<file path="src/rtl/tlp_fmt_pkg.sv">
package tlp_fmt_pkg;
    localparam int DW_W   = 32;
    localparam int ADDR_W = 64;
    localparam int LEN_W  = 10;
    localparam int TAG_W  = 8;
    localparam int BE_W   = 8;
    localparam int ID_W   = 16;
    localparam int BC_W   = 12;
    localparam int LA_W   = 7;
    localparam int ST_W   = 3;
    localparam int CNT_W  = LEN_W + 1;
    localparam int FT_W   = 8;
    localparam int PADW   = DW_W - FT_W - LEN_W;

    localparam logic [FT_W-1:0] FT_RD_S = 8'h00;
    localparam logic [FT_W-1:0] FT_RD_L = 8'h20;
    localparam logic [FT_W-1:0] FT_WR_S = 8'h40;
    localparam logic [FT_W-1:0] FT_WR_L = 8'h60;
    localparam logic [FT_W-1:0] FT_CPL  = 8'h0a;
    localparam logic [FT_W-1:0] FT_CPLD = 8'h4a;

    typedef enum logic [2:0] {
        TX_IDLE, TX_HDR1, TX_HDR2, TX_HDR3, TX_HDR4, TX_PAY
    } tx_state_t;

    typedef enum logic [2:0] {
        RX_IDLE, RX_CPL2, RX_CPL3, RX_DATA, RX_DROP
    } rx_state_t;

    typedef struct packed {
        logic              wr;
        logic              wide;
        logic [ADDR_W-1:2] addr;
        logic [LEN_W-1:0]  len;
        logic [TAG_W-1:0]  tag;
        logic [BE_W-1:0]   be;
        logic [ID_W-1:0]   rid;
    } req_desc_t;

    function automatic logic [FT_W-1:0] pick_fmt(input logic wr, input logic wide);
        if (wr) return wide ? FT_WR_L : FT_WR_S;
        return wide ? FT_RD_L : FT_RD_S;
    endfunction
endpackage

</file>
<file path="src/rtl/tlp_tx_fmt.sv">
module tlp_tx_fmt
    import tlp_fmt_pkg::*;
(
    input  logic              clk,
    input  logic              rst_n,
    input  logic              req_valid,
    output logic              req_ready,
    input  logic              req_write,
    input  logic [ADDR_W-1:0] req_addr,
    input  logic [LEN_W-1:0]  req_len,
    input  logic [TAG_W-1:0]  req_tag,
    input  logic [BE_W-1:0]   req_be,
    input  logic [ID_W-1:0]   req_rid,
    input  logic [DW_W-1:0]   wr_data,
    output logic              wr_take,
    output logic              tx_valid,
    output logic              tx_sop,
    output logic              tx_eop,
    output logic [DW_W-1:0]   tx_dw
);
    localparam logic [CNT_W-1:0] FULL_LEN = {1'b1, {LEN_W{1'b0}}};
    localparam logic [CNT_W-1:0] ONE_LEFT = {{(CNT_W-1){1'b0}}, 1'b1};

    tx_state_t        st_q, st_d;
    req_desc_t        d_q;
    logic [CNT_W-1:0] left_q;
    logic             accept;

    assign accept = req_valid && (st_q == TX_IDLE);

    always_comb begin
        st_d = st_q;
        unique case (st_q)
            TX_IDLE: if (req_valid) st_d = TX_HDR1;
            TX_HDR1: st_d = TX_HDR2;
            TX_HDR2: st_d = TX_HDR3;
            TX_HDR3: st_d = d_q.wide ? TX_HDR4 : (d_q.wr ? TX_PAY : TX_IDLE);
            TX_HDR4: st_d = d_q.wr ? TX_PAY : TX_IDLE;
            TX_PAY:  if (left_q == ONE_LEFT) st_d = TX_IDLE;
            default: st_d = TX_IDLE;
        endcase
    end

    always_ff @(posedge clk) begin
        if (!rst_n) st_q <= TX_IDLE;
        else        st_q <= st_d;
    end

    always_ff @(posedge clk) begin
        if (!rst_n) begin
            d_q    <= '0;
            left_q <= '0;
        end else if (accept) begin
            d_q.wr   <= req_write;
            d_q.wide <= |req_addr[ADDR_W-1:32];
            d_q.addr <= req_addr[ADDR_W-1:2];
            d_q.len  <= req_len;
            d_q.tag  <= req_tag;
            d_q.be   <= req_be;
            d_q.rid  <= req_rid;
            left_q   <= (req_len == '0) ? FULL_LEN : {1'b0, req_len};
        end else if (st_q == TX_PAY) begin
            left_q <= left_q - ONE_LEFT;
        end
    end

    always_comb begin
        req_ready = 1'b0;
        tx_valid  = 1'b0;
        tx_sop    = 1'b0;
        tx_eop    = 1'b0;
        tx_dw     = '0;
        wr_take   = 1'b0;
        unique case (st_q)
            TX_IDLE: req_ready = 1'b1;
            TX_HDR1: begin
                tx_valid = 1'b1;
                tx_sop   = 1'b1;
                tx_dw    = {pick_fmt(d_q.wr, d_q.wide), {PADW{1'b0}}, d_q.len};
            end
            TX_HDR2: begin
                tx_valid = 1'b1;
                tx_dw    = {d_q.rid, d_q.tag, d_q.be};
            end
            TX_HDR3: begin
                tx_valid = 1'b1;
                tx_dw    = d_q.wide ? d_q.addr[ADDR_W-1:32] : {d_q.addr[31:2], 2'b00};
                tx_eop   = !d_q.wide && !d_q.wr;
            end
            TX_HDR4: begin
                tx_valid = 1'b1;
                tx_dw    = {d_q.addr[31:2], 2'b00};
                tx_eop   = !d_q.wr;
            end
            TX_PAY: begin
                tx_valid = 1'b1;
                wr_take  = 1'b1;
                tx_dw    = wr_data;
                tx_eop   = (left_q == ONE_LEFT);
            end
            default: req_ready = 1'b0;
        endcase
    end
endmodule

</file>
<file path="src/rtl/tlp_rx_parse.sv">
module tlp_rx_parse
    import tlp_fmt_pkg::*;
(
    input  logic             clk,
    input  logic             rst_n,
    input  logic             rx_valid,
    input  logic             rx_sop,
    input  logic             rx_eop,
    input  logic [DW_W-1:0]  rx_dw,
    output logic             cpl_hdr_valid,
    output logic [ID_W-1:0]  cpl_cid,
    output logic [ST_W-1:0]  cpl_status,
    output logic [BC_W-1:0]  cpl_bc,
    output logic [ID_W-1:0]  cpl_rid,
    output logic [TAG_W-1:0] cpl_tag,
    output logic [LA_W-1:0]  cpl_laddr,
    output logic [LEN_W-1:0] cpl_len,
    output logic             rx_data_valid,
    output logic [DW_W-1:0]  rx_data,
    output logic             rx_data_last,
    output logic             rx_unsup
);
    rx_state_t st_q, st_d;
    logic      has_data_q;
    logic      is_cpl;
    logic      start;

    assign start  = rx_valid && rx_sop;
    assign is_cpl = (rx_dw[DW_W-1 -: FT_W] == FT_CPL) || (rx_dw[DW_W-1 -: FT_W] == FT_CPLD);

    always_comb begin
        st_d = st_q;
        unique case (st_q)
            RX_IDLE: if (start && !rx_eop) st_d = is_cpl ? RX_CPL2 : RX_DROP;
            RX_CPL2: if (rx_valid) st_d = rx_eop ? RX_IDLE : RX_CPL3;
            RX_CPL3: if (rx_valid) st_d = rx_eop ? RX_IDLE : (has_data_q ? RX_DATA : RX_DROP);
            RX_DATA: if (rx_valid && rx_eop) st_d = RX_IDLE;
            RX_DROP: if (rx_valid && rx_eop) st_d = RX_IDLE;
            default: st_d = RX_IDLE;
        endcase
    end

    always_ff @(posedge clk) begin
        if (!rst_n) st_q <= RX_IDLE;
        else        st_q <= st_d;
    end

    always_ff @(posedge clk) begin
        if (!rst_n) begin
            has_data_q    <= 1'b0;
            cpl_hdr_valid <= 1'b0;
            cpl_cid       <= '0;
            cpl_status    <= '0;
            cpl_bc        <= '0;
            cpl_rid       <= '0;
            cpl_tag       <= '0;
            cpl_laddr     <= '0;
            cpl_len       <= '0;
            rx_data_valid <= 1'b0;
            rx_data       <= '0;
            rx_data_last  <= 1'b0;
            rx_unsup      <= 1'b0;
        end else begin
            cpl_hdr_valid <= 1'b0;
            rx_data_valid <= 1'b0;
            rx_data_last  <= 1'b0;
            rx_unsup      <= 1'b0;
            if (rx_valid) begin
                unique case (st_q)
                    RX_IDLE: if (rx_sop) begin
                        if (is_cpl) begin
                            has_data_q <= rx_dw[30];
                            cpl_len    <= rx_dw[LEN_W-1:0];
                        end else begin
                            rx_unsup <= 1'b1;
                        end
                    end
                    RX_CPL2: begin
                        cpl_cid    <= rx_dw[31:16];
                        cpl_status <= rx_dw[15:13];
                        cpl_bc     <= rx_dw[BC_W-1:0];
                    end
                    RX_CPL3: begin
                        cpl_rid       <= rx_dw[31:16];
                        cpl_tag       <= rx_dw[15:8];
                        cpl_laddr     <= rx_dw[LA_W-1:0];
                        cpl_hdr_valid <= 1'b1;
                    end
                    RX_DATA: begin
                        rx_data_valid <= 1'b1;
                        rx_data       <= rx_dw;
                        rx_data_last  <= rx_eop;
                    end
                    RX_DROP: rx_data_last <= 1'b0;
                    default: rx_data_last <= 1'b0;
                endcase
            end
        end
    end
endmodule

</file>
<file path="src/rtl/tlp_hdr_engine.sv">
module tlp_hdr_engine
    import tlp_fmt_pkg::*;
(
    input  logic              clk,
    input  logic              rst_n,
    input  logic              req_valid,
    output logic              req_ready,
    input  logic              req_write,
    input  logic [ADDR_W-1:0] req_addr,
    input  logic [LEN_W-1:0]  req_len,
    input  logic [TAG_W-1:0]  req_tag,
    input  logic [BE_W-1:0]   req_be,
    input  logic [ID_W-1:0]   req_rid,
    input  logic [DW_W-1:0]   wr_data,
    output logic              wr_take,
    output logic              tx_valid,
    output logic              tx_sop,
    output logic              tx_eop,
    output logic [DW_W-1:0]   tx_dw,
    input  logic              rx_valid,
    input  logic              rx_sop,
    input  logic              rx_eop,
    input  logic [DW_W-1:0]   rx_dw,
    output logic              cpl_hdr_valid,
    output logic [ID_W-1:0]   cpl_cid,
    output logic [ST_W-1:0]   cpl_status,
    output logic [BC_W-1:0]   cpl_bc,
    output logic [ID_W-1:0]   cpl_rid,
    output logic [TAG_W-1:0]  cpl_tag,
    output logic [LA_W-1:0]   cpl_laddr,
    output logic [LEN_W-1:0]  cpl_len,
    output logic              rx_data_valid,
    output logic [DW_W-1:0]   rx_data,
    output logic              rx_data_last,
    output logic              rx_unsup
);
    tlp_tx_fmt tx_i (
        .clk       (clk),
        .rst_n     (rst_n),
        .req_valid (req_valid),
        .req_ready (req_ready),
        .req_write (req_write),
        .req_addr  (req_addr),
        .req_len   (req_len),
        .req_tag   (req_tag),
        .req_be    (req_be),
        .req_rid   (req_rid),
        .wr_data   (wr_data),
        .wr_take   (wr_take),
        .tx_valid  (tx_valid),
        .tx_sop    (tx_sop),
        .tx_eop    (tx_eop),
        .tx_dw     (tx_dw)
    );

    tlp_rx_parse rx_i (
        .clk           (clk),
        .rst_n         (rst_n),
        .rx_valid      (rx_valid),
        .rx_sop        (rx_sop),
        .rx_eop        (rx_eop),
        .rx_dw         (rx_dw),
        .cpl_hdr_valid (cpl_hdr_valid),
        .cpl_cid       (cpl_cid),
        .cpl_status    (cpl_status),
        .cpl_bc        (cpl_bc),
        .cpl_rid       (cpl_rid),
        .cpl_tag       (cpl_tag),
        .cpl_laddr     (cpl_laddr),
        .cpl_len       (cpl_len),
        .rx_data_valid (rx_data_valid),
        .rx_data       (rx_data),
        .rx_data_last  (rx_data_last),
        .rx_unsup      (rx_unsup)
    );
endmodule

</file>
<file path="config.mk">
export PLATFORM = sky130hd
export DESIGN_NAME = tlp_hdr_engine
export DESIGN_NICKNAME = d
export VERILOG_FILES = /design/src/rtl/tlp_fmt_pkg.sv /design/src/rtl/tlp_tx_fmt.sv /design/src/rtl/tlp_rx_parse.sv /design/src/rtl/tlp_hdr_engine.sv
export SDC_FILE = /design/constraint.sdc
export NUM_CORES = 1
export LEC_CHECK = 0
export BUFFER_PORTS_ARGS = -buffer_cell sky130_fd_sc_hd__buf_4
export CORE_MARGIN = 3
export CORE_UTILIZATION = 45
export CTS_CLUSTER_SIZE = 12
export DETAILED_ROUTE_END_ITERATION = 10
export PLACE_DENSITY_LB_ADDON = 0.3
export SLEW_MARGIN = 20
export SYNTH_ARGS = -nofsm -noshare
export SYNTH_HDL_FRONTEND = slang
export SYNTH_HIERARCHICAL = 1
export SYNTH_SLANG_ARGS = --single-unit
export TNS_END_PERCENT = 30
</file>
<file path="constraint.sdc">
create_clock -name clk -period 3.85 [get_ports clk]
set_input_delay 0 -clock clk [delete_from_list [all_inputs] [get_ports clk]]
set_output_delay 0 -clock clk [all_outputs]
set_load 0.02 [all_outputs]
</file>
# Yosys cells after proc, flatten, opt, wreduce, memory -nomap -nowiden
# Cells that the tools add are included.
[op_classes] shifts=0 n_reduce_logical=25 n_addsub=1 div=0 n_eq_ne=18 mul=0 order_cmp=0 n_mux=33 n_bitwise=0
[ops] op="$pmux 32 s5" count=1
[ops] op="$mux 11" count=3
[ops] op="$mux 3" count=11
[ops] op="$mux 32" count=1
[ops] op="$reduce_or 32->1" count=1
[ops] op="$pmux 3 s6" count=1
[ops] op="$mux 8" count=2
[ops] op="$eq 3x2->1 const B" count=4
[ops] op="$mux 6" count=2
[ops] op="$pmux 3 s4" count=1
[ops] op="$reduce_and 4->1" count=3
[ops] op="$eq 11x1->1 const B" count=1
[ops] op="$sub 11x1->11 const B" count=1
[ops] op="$logic_not 10->1" count=1
[ops] op="$reduce_and 2->1" count=5
[ops] op="$eq 3x3->1 const B" count=3
[ops] op="$mux 1" count=9
[ops] op="$eq 8x4->1 const B" count=1
[ops] op="$eq 8x7->1 const B" count=1
[ops] op="$ne 2x2->1 const B" count=4
[ops] op="$eq 3x1->1 const B" count=2
[ops] op="$logic_not 3->1" count=2
[ops] op="$logic_and 1x1->1" count=5
[ops] op="$reduce_or 5->1" count=1
[ops] op="other kinds (8)" count=11
[word_totals] n_memories=0 mem_bits_ro=0 register_bits=232 latchBits=0 ramBits=0 out_inout_bits=145 inputBits=177

# Depth between registers and ports, before layout
# Gate-level depths: netlist of the first run.
[logic_depth] depth_word=5 mapped_depth=7

# Hierarchy
# The synthesis of the first run kept the hierarchy.
[by_module_without_submodules] mod="tlp_tx_fmt" cells_per_inst=700 n_inst=1 seq_area_each_um2=2402.3 area_per_inst_um2=5472.7
[by_module_without_submodules] mod="tlp_rx_parse" cells_per_inst=498 n_inst=1 seq_area_each_um2=2242.2 area_per_inst_um2=4271.6

# Worst setup path before layout of the first run
# Ideal clock, no wire load.
[synth_path] path_type="register -> register" startpoint="reg rx_i.st_q[0]" endpoint="reg rx_i.cpl_len[0]" arrival_ns=1.435 path_slack_ns=2.299 setup_ns=0.116 required_ns=3.734 stages_incl_launch_ff=6 period_less_slack_ns=1.551 cell_sequence="dfxtp_1 or3_1 nor4_4 buf_6 mux2i_1 nor2b_1"
[synth_between] elab_chain_len=2
[synth_rtl] element="from (decl)" line="tlp_rx_parse.sv:23" rtl="rx_state_t st_q, st_d;"
[synth_rtl] element="from (signal assigned)" line="tlp_rx_parse.sv:45" rtl="else st_q <= st_d;"
[synth_rtl] element="$logic_not 3->1" line="tlp_rx_parse.sv:69" rtl="unique case (st_q)"
[synth_rtl] element="$reduce_and 4->1 (no line)"
[synth_rtl] element="to (signal assigned)" line="tlp_rx_parse.sv:73" rtl="cpl_len <= rx_dw[LEN_W-1:0];"
[synth_rtl] element="to (decl)" line="tlp_rx_parse.sv:17" rtl="output logic [LEN_W-1:0] cpl_len,"
# Every way passes these cells.
# A chain may end at the register's enable or synchronous reset.

# Worst setup path after layout of the first run
[layout_path] startpoint="reg tx_i.st_q[2]" endpoint="out tx_dw[0]"
[layout_between] elab_chain_len=2 elab_cells_between_ends=6 cone_classes="eq/ne: 5; mux: 1"
[layout_rtl] element="from (decl)" line="tlp_tx_fmt.sv:24" rtl="tx_state_t st_q, st_d;"
[layout_rtl] element="from (signal assigned)" line="tlp_tx_fmt.sv:46" rtl="else st_q <= st_d;"
[layout_rtl] element="$eq 3x3->1, or another cell as far along" line="tlp_tx_fmt.sv:74" rtl="unique case (st_q)"
[layout_rtl] element="$pmux 32 s5 (*)" line="tlp_tx_fmt.sv:74"
[layout_rtl] element="to (decl)" line="tlp_hdr_engine.sv:19" rtl="output logic [DW_W-1:0] tx_dw,"
# Mark *: on every way between the ends. The rest lies on a longest branch, timed or not.

==> impl_summary.md, run 1 <==
Hold path
The worst min-delay path startpoint is rst_n. The class of the tightest hold or removal check is in -> reg. Counting instances, the worst hold path has a depth of 2. The capture endpoint of the worst hold path is tx_i/left_q[8]$_SDFFE_PN0P_.

Logic synthesis
Among all flip-flop cells after synthesis, the most frequent one is dfxtp_1. Summing the areas of all and, or, nand and nor instances in the mapped netlist gives between 20% and 30% of the synthesized area. The share of synthesized registers carrying an async set or reset is 0%. After technology mapping, the gate count stands at between 1000 and 1500. The mean post-synth cell area is ~8.1 sq um. After synthesis the netlist holds a flip-flop and latch count of 232.

The total nets after synthesis is about 1400. After synthesis, the cell types taking the most area are dfxtp_1, nand2_1, a21boi_0. The number of warning messages in the yosys log is 6.

The share of the synthesized area in the top cell type is approximately 48%. The number of enable flip-flop cells after synthesis is 0. After synthesis, flip-flops and latches occupy between 40% and 50% of the total area. The biggest area contributor in the post-synthesis netlist is dfxtp_1. The post-synthesis mux area share is approximately 1.3%.

The synthesized netlist contains 62 unique library cells. The share of the synthesized area in compound gates (AO/OA/AOI/OAI) is about 21%. Summing the areas of all fa, ha and maj instances in the mapped netlist gives less than 1% of the synthesized area. The xor and xnor area share after synthesis is less than 1%.

After synthesis, the largest family of logic cells by area is simple AND/OR/NAND/NOR gates. Summing every instance area after synthesis gives just under 10000 sq um.

Clocking
The number of setup buffers added after CTS is 0. The post-CTS resize count is 0. The number of sinks handled by clock tree synthesis is ~230. In this run, post-CTS hold repair placed 141 buffers. The cell chosen for the clock root is clkbuf_16. No sink is reached through more buffers than the 3 on the longest clock path. The clock tree from TritonCTS is done.

In this run, CTS created clock tree buffers numbering 25. Clock-pin slew was measured on the worst setup and hold paths at 0.06 ns. The clock reaches the later pin of the worst-skew pair after roughly 0.52 ns. The maximum level of the CTS H-tree is 1.

Global route
The number of antenna violations at the first check in global routing was 3. The number of global-route vias before repair is between 10000 and 15000. Entering global routing, the biggest net connects 89 pins.

The first global-routing pass estimated roughly 53000 microns of wire. Global routing consumed, over all layers together, between 20% and 30% of the routing resources. Global routing finished with a remaining overflow of 0.

Placed design
The post-place setup slack is 1.343 ns. The count of buffers added on input and output ports is approximately 320. The placed wire-length estimate after detailed placement is ~21000 microns.

The placed instances occupy a cell area of ~12000 sq um. Routability-driven placement finished with a final weighted congestion of between 0.8 and 0.9.

Timing
Between clock sinks in the finished design, the worst skew comes to ~0.0093 ns. The actual slew at the worst max-slew pin is ~1.0 ns. For this run, the top clock speed supported by timing is 0.3223 GHz. The final setup violation count is 0.

Setup repair after global routing left no endpoint under its margin. After routing, the total negative slack on setup checks comes to 0 ns. The worst path uses about 81% of the clock period.

The final hold violation count came to 0. Once routing completed, OpenROAD measured the worst setup slack at about 0.75 ns. The count of pins over their slew limit is 0.

The relative slew slack is between 20 and 30%. The clock period minus final worst setup slack is ~3.1 ns.

Route
The detailed router finished its first iteration with 789 violations. The routed layout has between 10000 and 15000 vias. After detailed routing, the number of vias per cell comes to roughly 5.3.

Dividing the detail-routed wire length by the instance count gives roughly 17 microns. The final routed wirelength across all metal layers is around 33000 microns. The length of the first detailed-routing pass in iterations is 7. The number of nets with antenna violations after routing is 0. The remaining design rule violation count is 0.

Die
The row count is 53. The area of the placeable core is roughly 21000 sq um. The floorplan step defined a die boundary enclosing between 20000 and 25000 sq um. The height of the chip is around 150 microns. The die is 153.2 microns wide.

~320 I/O pins were placed. For this configuration, the core starts out at a cell density of between 40% and 50%.

Setup path
In this run the register-to-register setup slack is 1.31 ns. The maximum fanout encountered on the critical timing path is 25. Data on the critical path is required at its endpoint by about 3.9 ns. STA classifies the critical path endpoint as an output pin. The kind of cell adding the most delay to the critical path is flip-flops. The critical path contains buffers and inverters numbering 2 combined.

The cell at the slowest stage of the critical path is dfxtp_1. Measured in cells, the most critical reg-to-reg path has a length of 4. The startpoint class of the critical path is a register. For the worst setup path, the data arrival time is between 3 and 4 ns. The critical path goes through and3b_1 > buf_4 > a22oi_1 > o21ai_0 > buf_4. The biggest cell delay along the critical path is about 0.88 ns. Among the stages of the critical path, the cell type that occurs most often is buf_4.

The setup path with the least slack is of type reg -> out. The reg-to-reg endpoint is tx_i/left_q[9]$_SDFFE_PN0P_. The worst register-to-register path begins at tx_i/st_q[2]$_SDFFE_PN0P_.

In this run the worst setup path begins at tx_i/st_q[2]$_SDFFE_PN0P_.

Cells and area
Leaving out fill and tap cells, the most frequent cell in the layout is nand2_1. The final core utilization is 67.81%. The net count reported at finish is about 1800. The library cells used most frequently in the layout, excluding fill and tap cells, are nand2_1, buf_4, dfxtp_1. The final standard cell area without fillers is 14350 sq um. The signed area change from the synthesized netlist to the final layout is 47.21%. Of the cells placed in the final design, the portion with a size suffix greater than 1 is a little under a quarter. Fill cells in the final layout number ~1600.

Power and ir drop
Across the VDD grid, the largest voltage drop is 0.3178 mV. In this run the static leakage power is 5.832 nW. In this run the power density over the cells is ~400 nW/um^2. The design draws a little under 6 mW.

Flow run
The number of max-cap violations is 0.

Outcome
The flow ran to the end, and the final reports show no timing, DRC or antenna violations.
## per-stage QoR
step | hold WS, ns | instances
2_1_floorplan | 0.1360 | 1198
3_3_place_gp | 0.2480 | 1712
5_1_grt | 0.1166 | 1894
6_report | 0.1052 | 1895
3_5_place_dp | 0.2577 | 1712
4_1_cts | 0.07189 | 1893
## power breakdown
part | total, mW | switching [mW] | internal (mW)
Combinational | 0.837 | 0.437 | 0.400
Sequential | 2.61 | 0.0883 | 2.52
Clock | 2.32 | 0.945 | 1.38
## worst reg2reg max path, stage by stage, from the launching register on
cell	delay [ns]
dfxtp_1	0.88
and3b_1	0.81
nand4_1	0.24
or2_2	0.35
a31oi_1	0.16
## sequential cells by signal (all words and copies together) (netlist names), 7 cells and up
| signal | cells |
|---|---|
| tx_i/d_q | 106 |
| rx_i/rx_data | 32 |
| rx_i/cpl_cid | 16 |
| rx_i/cpl_rid | 16 |
| rx_i/cpl_bc | 12 |
| tx_i/left_q | 11 |
| rx_i/cpl_len | 10 |
| rx_i/cpl_tag | 8 |
| rx_i/cpl_laddr | 7 |
## per-layer routing
layer / vias to the layer above / wire, microns / global-route usage, % / part of all wire, %
li1: 4860 / - / - / -
met1: 4700 / 12870 / 32.84 / 39
met2: 469 / 15640 / 45.13 / 47
met3: 92 / 3212 / 7.814 / 9.7
met4: 4 / 1203 / 9.758 / 3.7
met5: - / 16 / 0 / 0.049
## worst max path at each step
stage	to	slack (ns)	cells after the start
after global routing	tx_dw[0]	0.57	5
after floorplan	rx_i/cpl_len[0]$_SDFFE_PN0P_	2.30	5
final	tx_dw[0]	0.75	5
after CTS	tx_dw[0]	0.79	5
after detailed placement	tx_dw[0]	1.34	5
after global placement	tx_dw[0]	1.34	5
## layout make-up
type | count | area [sq um] | area share (%)
flip-flops and latches | 232 | 4644 | 32.38
diodes | 2 | 5.005 | 0.03489
inverters | 8 | 31.28 | 0.2181
clock inverters | 6 | 87.58 | 0.6106
clock buffers | 34 | 689.4 | 4.806
well taps | 275 | 344.1 | 2.399
multi-input cells | 864 | 4632 | 32.29
repair buffers | 474 | 3911 | 27.27
## logic make-up (layout without fill, tap and decap cells)
family,after synthesis,in the layout
XOR/XNOR,5,5
AO/OA/AOI/OAI,298,298
other,0,2
buffers and inverters,102,522
flip-flops,232,232
AND/OR/NAND/NOR,546,546
adder cells (fa/ha/maj),2,2
multiplexers,13,13
## cell usage after synthesis (3+ instances only)
| cell type | count |
|---|---|
| a221o_1 | 10 |
| nand2b_1 | 5 |
| buf_2 | 34 |
| buf_6 | 8 |
| mux2i_1 | 13 |
| nor4_1 | 11 |
| a21boi_0 | 141 |
| a222oi_1 | 19 |
| nand2_1 | 454 |
| a22oi_1 | 13 |
| a21oi_1 | 70 |
| nor2_1 | 9 |
| and3_1 | 4 |
| nor3_1 | 6 |
| inv_1 | 7 |
| xor2_1 | 3 |
| dfxtp_1 | 232 |
| nor2b_1 | 14 |
| o31ai_1 | 3 |
| nand3b_1 | 3 |
| and2_1 | 6 |
| o21ai_0 | 22 |
| nand3_1 | 6 |
| nand4_1 | 5 |
| clkbuf_1 | 50 |
| o211a_1 | 3 |
(Power assumes the default switching activity.)
==> inputs of run 2 (changes only) <==
- ABC_AREA: not set -> 1
- clock period: 3.85 -> 3.02 ns (I/O delays scaled with it)
==> impl_summary.md, run 2 <==
Global route
The first global-routing pass estimated 54050 microns of wire. The number of global-route vias before repair is 10464. The maximum number of pins on one net before global-route repair is around 160. Summed over all layers, the global routing overflow is 0.

Global routing consumed, over all layers together, 27.62% of the routing resources. The number of antenna violations at the first check in global routing is 3.

Die
The initial core utilization is a little under half. The area of the die is around 23000 sq um. From left edge to right edge, the die measures 153.2 microns. The area of the placeable core is approximately 21000 sq um.

The height of the chip is between 150 and 200 microns. The row count is 53. The number of top-level pins is 322.

Timing
Setup violations remaining at the end of the flow were counted as 0. The actual slew at the worst max-slew pin is 0.9461 ns. Setup repair after global routing left no endpoint under its margin.

The fraction of the cycle the final worst path needs is a little over nine tenths. The worst clock skew on the final layout is approximately 0.0055 ns. Static timing analysis puts the maximum clock frequency at around 0.35 GHz. Subtracting the final worst setup slack from the clock period gives roughly 2.8 ns.

The count of pins over their slew limit is 0. For the final routed database, the setup TNS stands at 0 ns. The final hold violation count is 0. Measured against its own limit, the worst slew margin works out to a little under two fifths.

Clocking
The number of sinks handled by clock tree synthesis is 232. The tree is rooted in a clkbuf_16. The clock latency on the worst-skew pair is 0.51 ns.

The number of clock buffers inserted by TritonCTS is 24. The clock tree from TritonCTS is done. The maximum number of buffers from clock root to sink is 3.

Clock-pin slew was measured on the worst setup and hold paths at ~0.060 ns. Post-CTS repair changed the size of 0 cells. The maximum level of the CTS H-tree is 1.

Logic synthesis
For this run, the number of Yosys warnings is 6. The most instantiated flip-flop cell in the synthesis netlist is dfxtp_1. The cell taking the most area after synthesis is dfxtp_1. Dividing the synthesized area by the synthesized cell count gives between 7 and 8 sq um. Counting flops with a built-in enable in the synthesized netlist gives 0. By count the netlist is led by nand2_1, dfxtp_1, nor2_1, a21oi_1, o21ai_0.

The total nets after synthesis is roughly 1500. Ranked by total cell area, the synthesized netlist is headed by dfxtp_1, nand2_1, a21oi_1. The total standard cell area after synthesis is between 9000 and 10000 sq um. In the synthesized netlist, the number of instances is approximately 1300. The unique cell type count in the Yosys netlist is 35. Sequential cells were found to cover roughly 48% of the synthesized design area. Synthesis inferred approximately 230 register bits.

nand2_1 is the most common cell in the netlist. After synthesis, the largest area contributor takes up around 48% of total cell area. For this run, asynchronously set or reset flops after synthesis account for 0%.

Cells and area
The library cells used most frequently in the layout, excluding fill and tap cells, are buf_4, nand2_1, dfxtp_1. The filler cells instantiated in the layout total roughly 1700. The signed area change from the synthesized netlist to the final layout is 47.59%. The flip-flop count of the largest register, all copies and words added is between 100 and 150. After the last flow step, the layout net total stands at around 2000. Leaving out fill and tap cells, the most frequent cell in the layout is buf_4. In the final layout, the registers with the most flip-flops are tx_i/d_q x106, rx_i/rx_data x32. The register with the most flip-flops in the final layout is tx_i/d_q. Cells with a size suffix above 1 make up approximately a quarter of the layout. The finished cells cover between 10000 and 15000 sq um.

Route
The count of nets left with antenna violations once routing finished came out at 0. After detailed routing, the number of remaining DRC violations is 0. The length of the first detailed-routing pass in iterations is 5. The initial DRC count is 719. Summed over all layers, the routed wires come to ~35000 microns.

The number of vias per cell after detailed routing is ~5.2. The average wire per standard cell is between 15 and 20 microns. The routed layout has approximately 11000 vias.

Outcome
The run finished with clean final reports.

Setup path
The startpoint class of the critical path is a register. Data arrives at the worst endpoint at around 2.8 ns. In this run the worst path has a maximum fanout of 20. The worst setup path startpoint is tx_i/st_q[1]$_SDFFE_PN0P_. By startpoint and endpoint, the worst setup path is classified as reg -> out. The launch instance of the worst register-to-register path is tx_i/st_q[2]$_SDFFE_PN0P_.

The required time reported for the critical path endpoint is a little over 3 ns. STA classifies the critical path endpoint as an output pin.

Power and ir drop
The static power due to leakage is about 6.4 nW. Across the VDD grid, the largest voltage drop is around 0.40 mV. Power spread over the standard cell area amounts to 611.2 nW/um^2.

Placed design
The cell area reported after detailed placement is 12190 sq um. After legalization and detailed placement, the total HPWL measured about 22000 microns. The congestion estimate from routability-driven global placement came to about 0.91. Input and output buffers added on the ports amount to 319.

Flow run
The tool flagged a number of max-cap violations equal to 0.

Hold path
In this run the worst hold path is classified as in -> reg. The startpoint identified for the worst hold timing path is rx_valid.
==> run 2: cell count changes after synthesis, moves of 89 or more <==
cell and delta:
inv_1 +104, o21ai_0 +115, a21oi_1 +89, nand2_1 -162, nor2_1 +154, a21boi_0 -141
==> run 2: timing repair <==
item	in CTS	in global routing
buffers inserted	0	0
hold buffers	144	0
endpoints found under the hold margin	228	0
==> run 2: area by class of cell <==
type / count / area (sq um) / area share (%)
Tap cell: 275 / 344.1 / 2.392
Multi-Input combinational cell: 907 / 4214 / 29.29
Inverter: 123 / 461.7 / 3.210
Sequential cell: 232 / 4644 / 32.29
Timing Repair Buffer: 479 / 3969 / 27.59
Antenna cell: 3 / 7.507 / 0.05219
Clock buffer: 38 / 744.5 / 5.175
==> run 2: power by group <==
part,internal [mW],total (mW),switching (mW)
logic,0.916,2.30,1.39
clock network,1.67,2.84,1.17
registers,3.44,3.65,0.209
total,6.02,8.79,2.77
==> run 2: routing by layer <==
layer	vias to the layer above	part of all wire (%)	global-route usage (%)
met2	495	48	47.17
met5	-	0	0
met4	0	3.9	10.78
li1	5210	-	-
met1	4963	40	33.76
met3	94	8.9	6.512
==> run 2: path summary, 6_finish.rpt <==
kind | to | slack (ns) | cells past startpoint
max | tx_eop | 0.19 | 7
min | rx_i/st_q[1]$_SDFFE_PN0P_ | 0.11 | 6
max reg2reg | tx_i/d_q[104]$_SDFFE_PN0P_ | 0.39 | 7
min reg2reg | tx_i/d_q[75]$_SDFFE_PN0P_ | 0.45 | 2
==> run 2: cells by family (layout without fill, tap and decap cells) <==
logic type	Yosys count	in the layout	share of synthesized area (%)
simple gates	529	529	22.34
compound gates	376	376	20.64
flops	232	232	47.65
buf+inv	205	640	9.114
fa+ha+maj	2	2	0.2567
other cells	0	3	0
==> run 2: worst max-delay path: stages (launching register included) <==
cell and delay (ns):
dfxtp_1 0.48, inv_2 0.10, nor2_1 0.16, nand2_1 0.22
nand2_1 0.76, inv_2 0.20, o22ai_1 0.21, buf_4 0.18
==> run 2: through the flow <==
stage	util (%)	hold slack, ns	power, mW	std cells	setup slack (ns)
floorplan	-	0.1260	4.967	1344	1.554
global placement	57.63	0.2350	5.764	1872	0.9209
detailed placement	57.63	0.2451	5.804	1872	0.7795
global route	68.00	0.1550	9.188	2057	0.09719
finish	68.00	0.1146	8.792	2057	0.1889
CTS	67.97	0.09860	8.795	2054	0.2229
==> inputs of run 3 (changes only) <==
- SETUP_SLACK_MARGIN: not set -> 0.2
==> impl_summary.md, run 3 (synthesis gave the netlist of run 2 again) <==
Cells and area
The final core utilization is approximately 70%. The share of post-route cells with drive strength above 1 is a little under a quarter. The filler cell count is around 1700. tx_i/d_q holds more flip-flops than any other register. The net count reported at finish is between 1500 and 2000. The most common cell after layout, fill and taps aside is buf_4. The largest registers in the layout are tx_i/d_q x106, rx_i/rx_data x32. Excluding fillers, the count of instances in the completed layout stands at between 2000 and 2500. The register with the most flip-flops in the layout has about 110 of them. The signed area change from the synthesized netlist to the final layout is 47.61%.

Leaving out fill and tap cells, the most frequent cells in the layout are buf_4, nand2_1, dfxtp_1. The final standard cell area without fillers is around 14000 sq um.

Timing
The worst clock skew on the final layout is 0.005994 ns. The count of pins over their slew limit is 0. The final hold violation count came to 0. For the pin with the worst max-slew slack, the measured transition is around 0.93 ns. The worst setup margin is between 0.3 and 0.4 ns.

The fraction of the cycle the final worst path needs is between 80 and 90%. Counting I/O delays and the setup requirement, the final critical path takes 2.651 ns. Setup repair after global routing could not meet its margin everywhere.

The maximum achievable frequency is ~0.38 GHz. The final setup violation count is 0. The post-route worst hold slack is approximately 0.11 ns. The relative slew slack is about two fifths. For the final routed database, the setup TNS stands at 0 ns.

Clocking
Counting the buffers created by CTS gives 24. The setup fix buffers added after clock tree synthesis is 0. No sink is reached through more buffers than the 3 on the longest clock path. The maximum level of the CTS H-tree is 1. The number of sinks handled by clock tree synthesis is 232. TritonCTS built the clock tree.

Clock-pin slew was measured on the worst setup and hold paths at about 0.060 ns. The cell chosen for the clock root is clkbuf_16. For the worst-skew pair, the clock arrives at the later sink with an insertion delay of 0.51 ns.

Placed design
The count of buffers added on input and output ports is approximately 320. The cell area reported after detailed placement is between 10000 and 15000 sq um. Once placement completed, the tool counted placed cells totaling 1872.

The placed wire-length estimate after detailed placement is about 22000 microns. Timing analysis after detailed placement gives a worst setup slack of between 0.7 and 0.8 ns. At the end of routability-driven placement, the weighted congestion stood at just over 0.9.

Power and ir drop
The completed layout was analyzed and its total power is 8.792 mW. The worst-case vdd ir drop is ~0.4 mV. In this run the static leakage power is between 6 and 7 nW.

The power density normalized to cell area is 611.1 nW/um^2.

Setup path
Along the worst path, the maximum fanout reaches 14. The launch instance of the worst register-to-register path is tx_i/st_q[2]$_SDFFE_PN0P_. The required time reported for the critical path endpoint is ~3.0 ns. The kind of end point of the critical path is an output pin. The startpoint class of the critical path is a register.

The worst setup path is of the reg -> out kind. The worst setup path startpoint is tx_i/st_q[0]$_SDFFE_PN0P_. The arrival time of the worst setup path is around 2.7 ns. The count of cells along the worst register-to-register path is 7. The endpoint identified for the worst register-to-register timing path is tx_i/d_q[104]$_SDFFE_PN0P_.

For flop-to-flop paths, the worst setup slack is 0.37 ns.

Route
The number of vias in the routed layout is roughly 11000. For this block, the routed nets add up to between 30000 and 40000 microns of wire. The initial DRC count is just over 700.

In this run the remaining antenna-violating nets after routing total 0. The length of the first detailed-routing pass in iterations is 7. The number of vias per cell after detailed routing is around 5.2. The remaining design rule violation count is 0. The average wire per standard cell is between 15 and 20 microns.

Global route
The overall routing resource usage is 27.62%. The number of antenna violations at the first check in global routing is 3. The overall overflow remaining after global route is 0. Entering global routing, the biggest net connects ~160 pins. In the global route stage, met1 resource usage came out at about a third. The first-pass GRT wire length is between 50000 and 60000 microns. The met2 track demand over resource is 47.17%. The global-route track usage on met3 is under 10%. The peak-usage layer in the global routing report is met2. The number of global-route vias before repair is 10464.

Die
The die is approximately 150 microns tall. The total area inside the core boundary comes to ~21000 sq um. The row count is 53. The die width is 153.2 microns. The area of the die is roughly 23000 sq um.

For this configuration, the core starts out at a cell density of 46.08%. The number of top-level pins is between 300 and 400.

Outcome
The run finished with clean final reports.

Hold path
The number of cells on the worst hold path is 6. The capture endpoint of the worst hold path is rx_i/st_q[1]$_SDFFE_PN0P_. In this run the most critical hold path is launched from rx_valid. The path class of the tightest hold or removal check is in -> reg.

Flow run
The number of max-cap violations is 0.
-- run 3: cell counts in the layout (fill, tap and decap cells not counted) --
No cell type changed its count.
-- run 3: worst max path at each step --
stage,to,slack [ns],cells past startpoint
after floorplan,tx_dw[1],1.55,5
after global placement,tx_eop,0.92,7
after detailed placement,tx_eop,0.78,7
after CTS,tx_eop,0.22,7
after global routing,tx_dw[24],0.19,8
final,tx_dw[24],0.37,8
-- run 3: where the power goes --
group	leakage [nW]	switching (mW)	internal [mW]	total, mW
registers	1.89	0.209	3.44	3.65
logic	4.13	1.39	0.916	2.30
clock network	0.366	1.17	1.67	2.84
total	6.39	2.77	6.02	8.79
-- run 3: what timing repair did --
| action | in CTS | in global routing |
|---|---|---|
| endpoints found under the hold margin | 228 | 0 |
| gates resized for setup | 0 | 1 |
| hold buffers | 144 | 0 |
| setup endpoints to repair | 0 | 13 |
-- run 3: critical path, stage by stage (launching register included) --
cell      delay (ns)
dfxtp_1         0.45
inv_1           0.06
nor2_1          0.18
nand3_1         0.45
buf_4           0.39
inv_1           0.21
a21oi_1         0.10
o211ai_1        0.11
buf_4           0.18
-- run 3: final cells by class --
| cell class | instances | area, sq um | area share [%] |
|---|---|---|---|
| Inverter | 123 | 461.7 | 3.209 |
| Sequential cell | 232 | 4644 | 32.28 |
| Clock buffer | 38 | 744.5 | 5.174 |
| Antenna cell | 3 | 7.507 | 0.05218 |
| Timing Repair Buffer | 479 | 3969 | 27.59 |
| Multi-Input combinational cell | 907 | 4217 | 29.31 |
| Tap cell | 275 | 344.1 | 2.392 |
-- run 3: layer usage --
layer  vias to the layer above  routed length [microns]
met2                       501                    16430
met5                         -                        0
li1                       5212                        -
met1                      4960                    13650
met3                        96                     3050
met4                         0                     1370
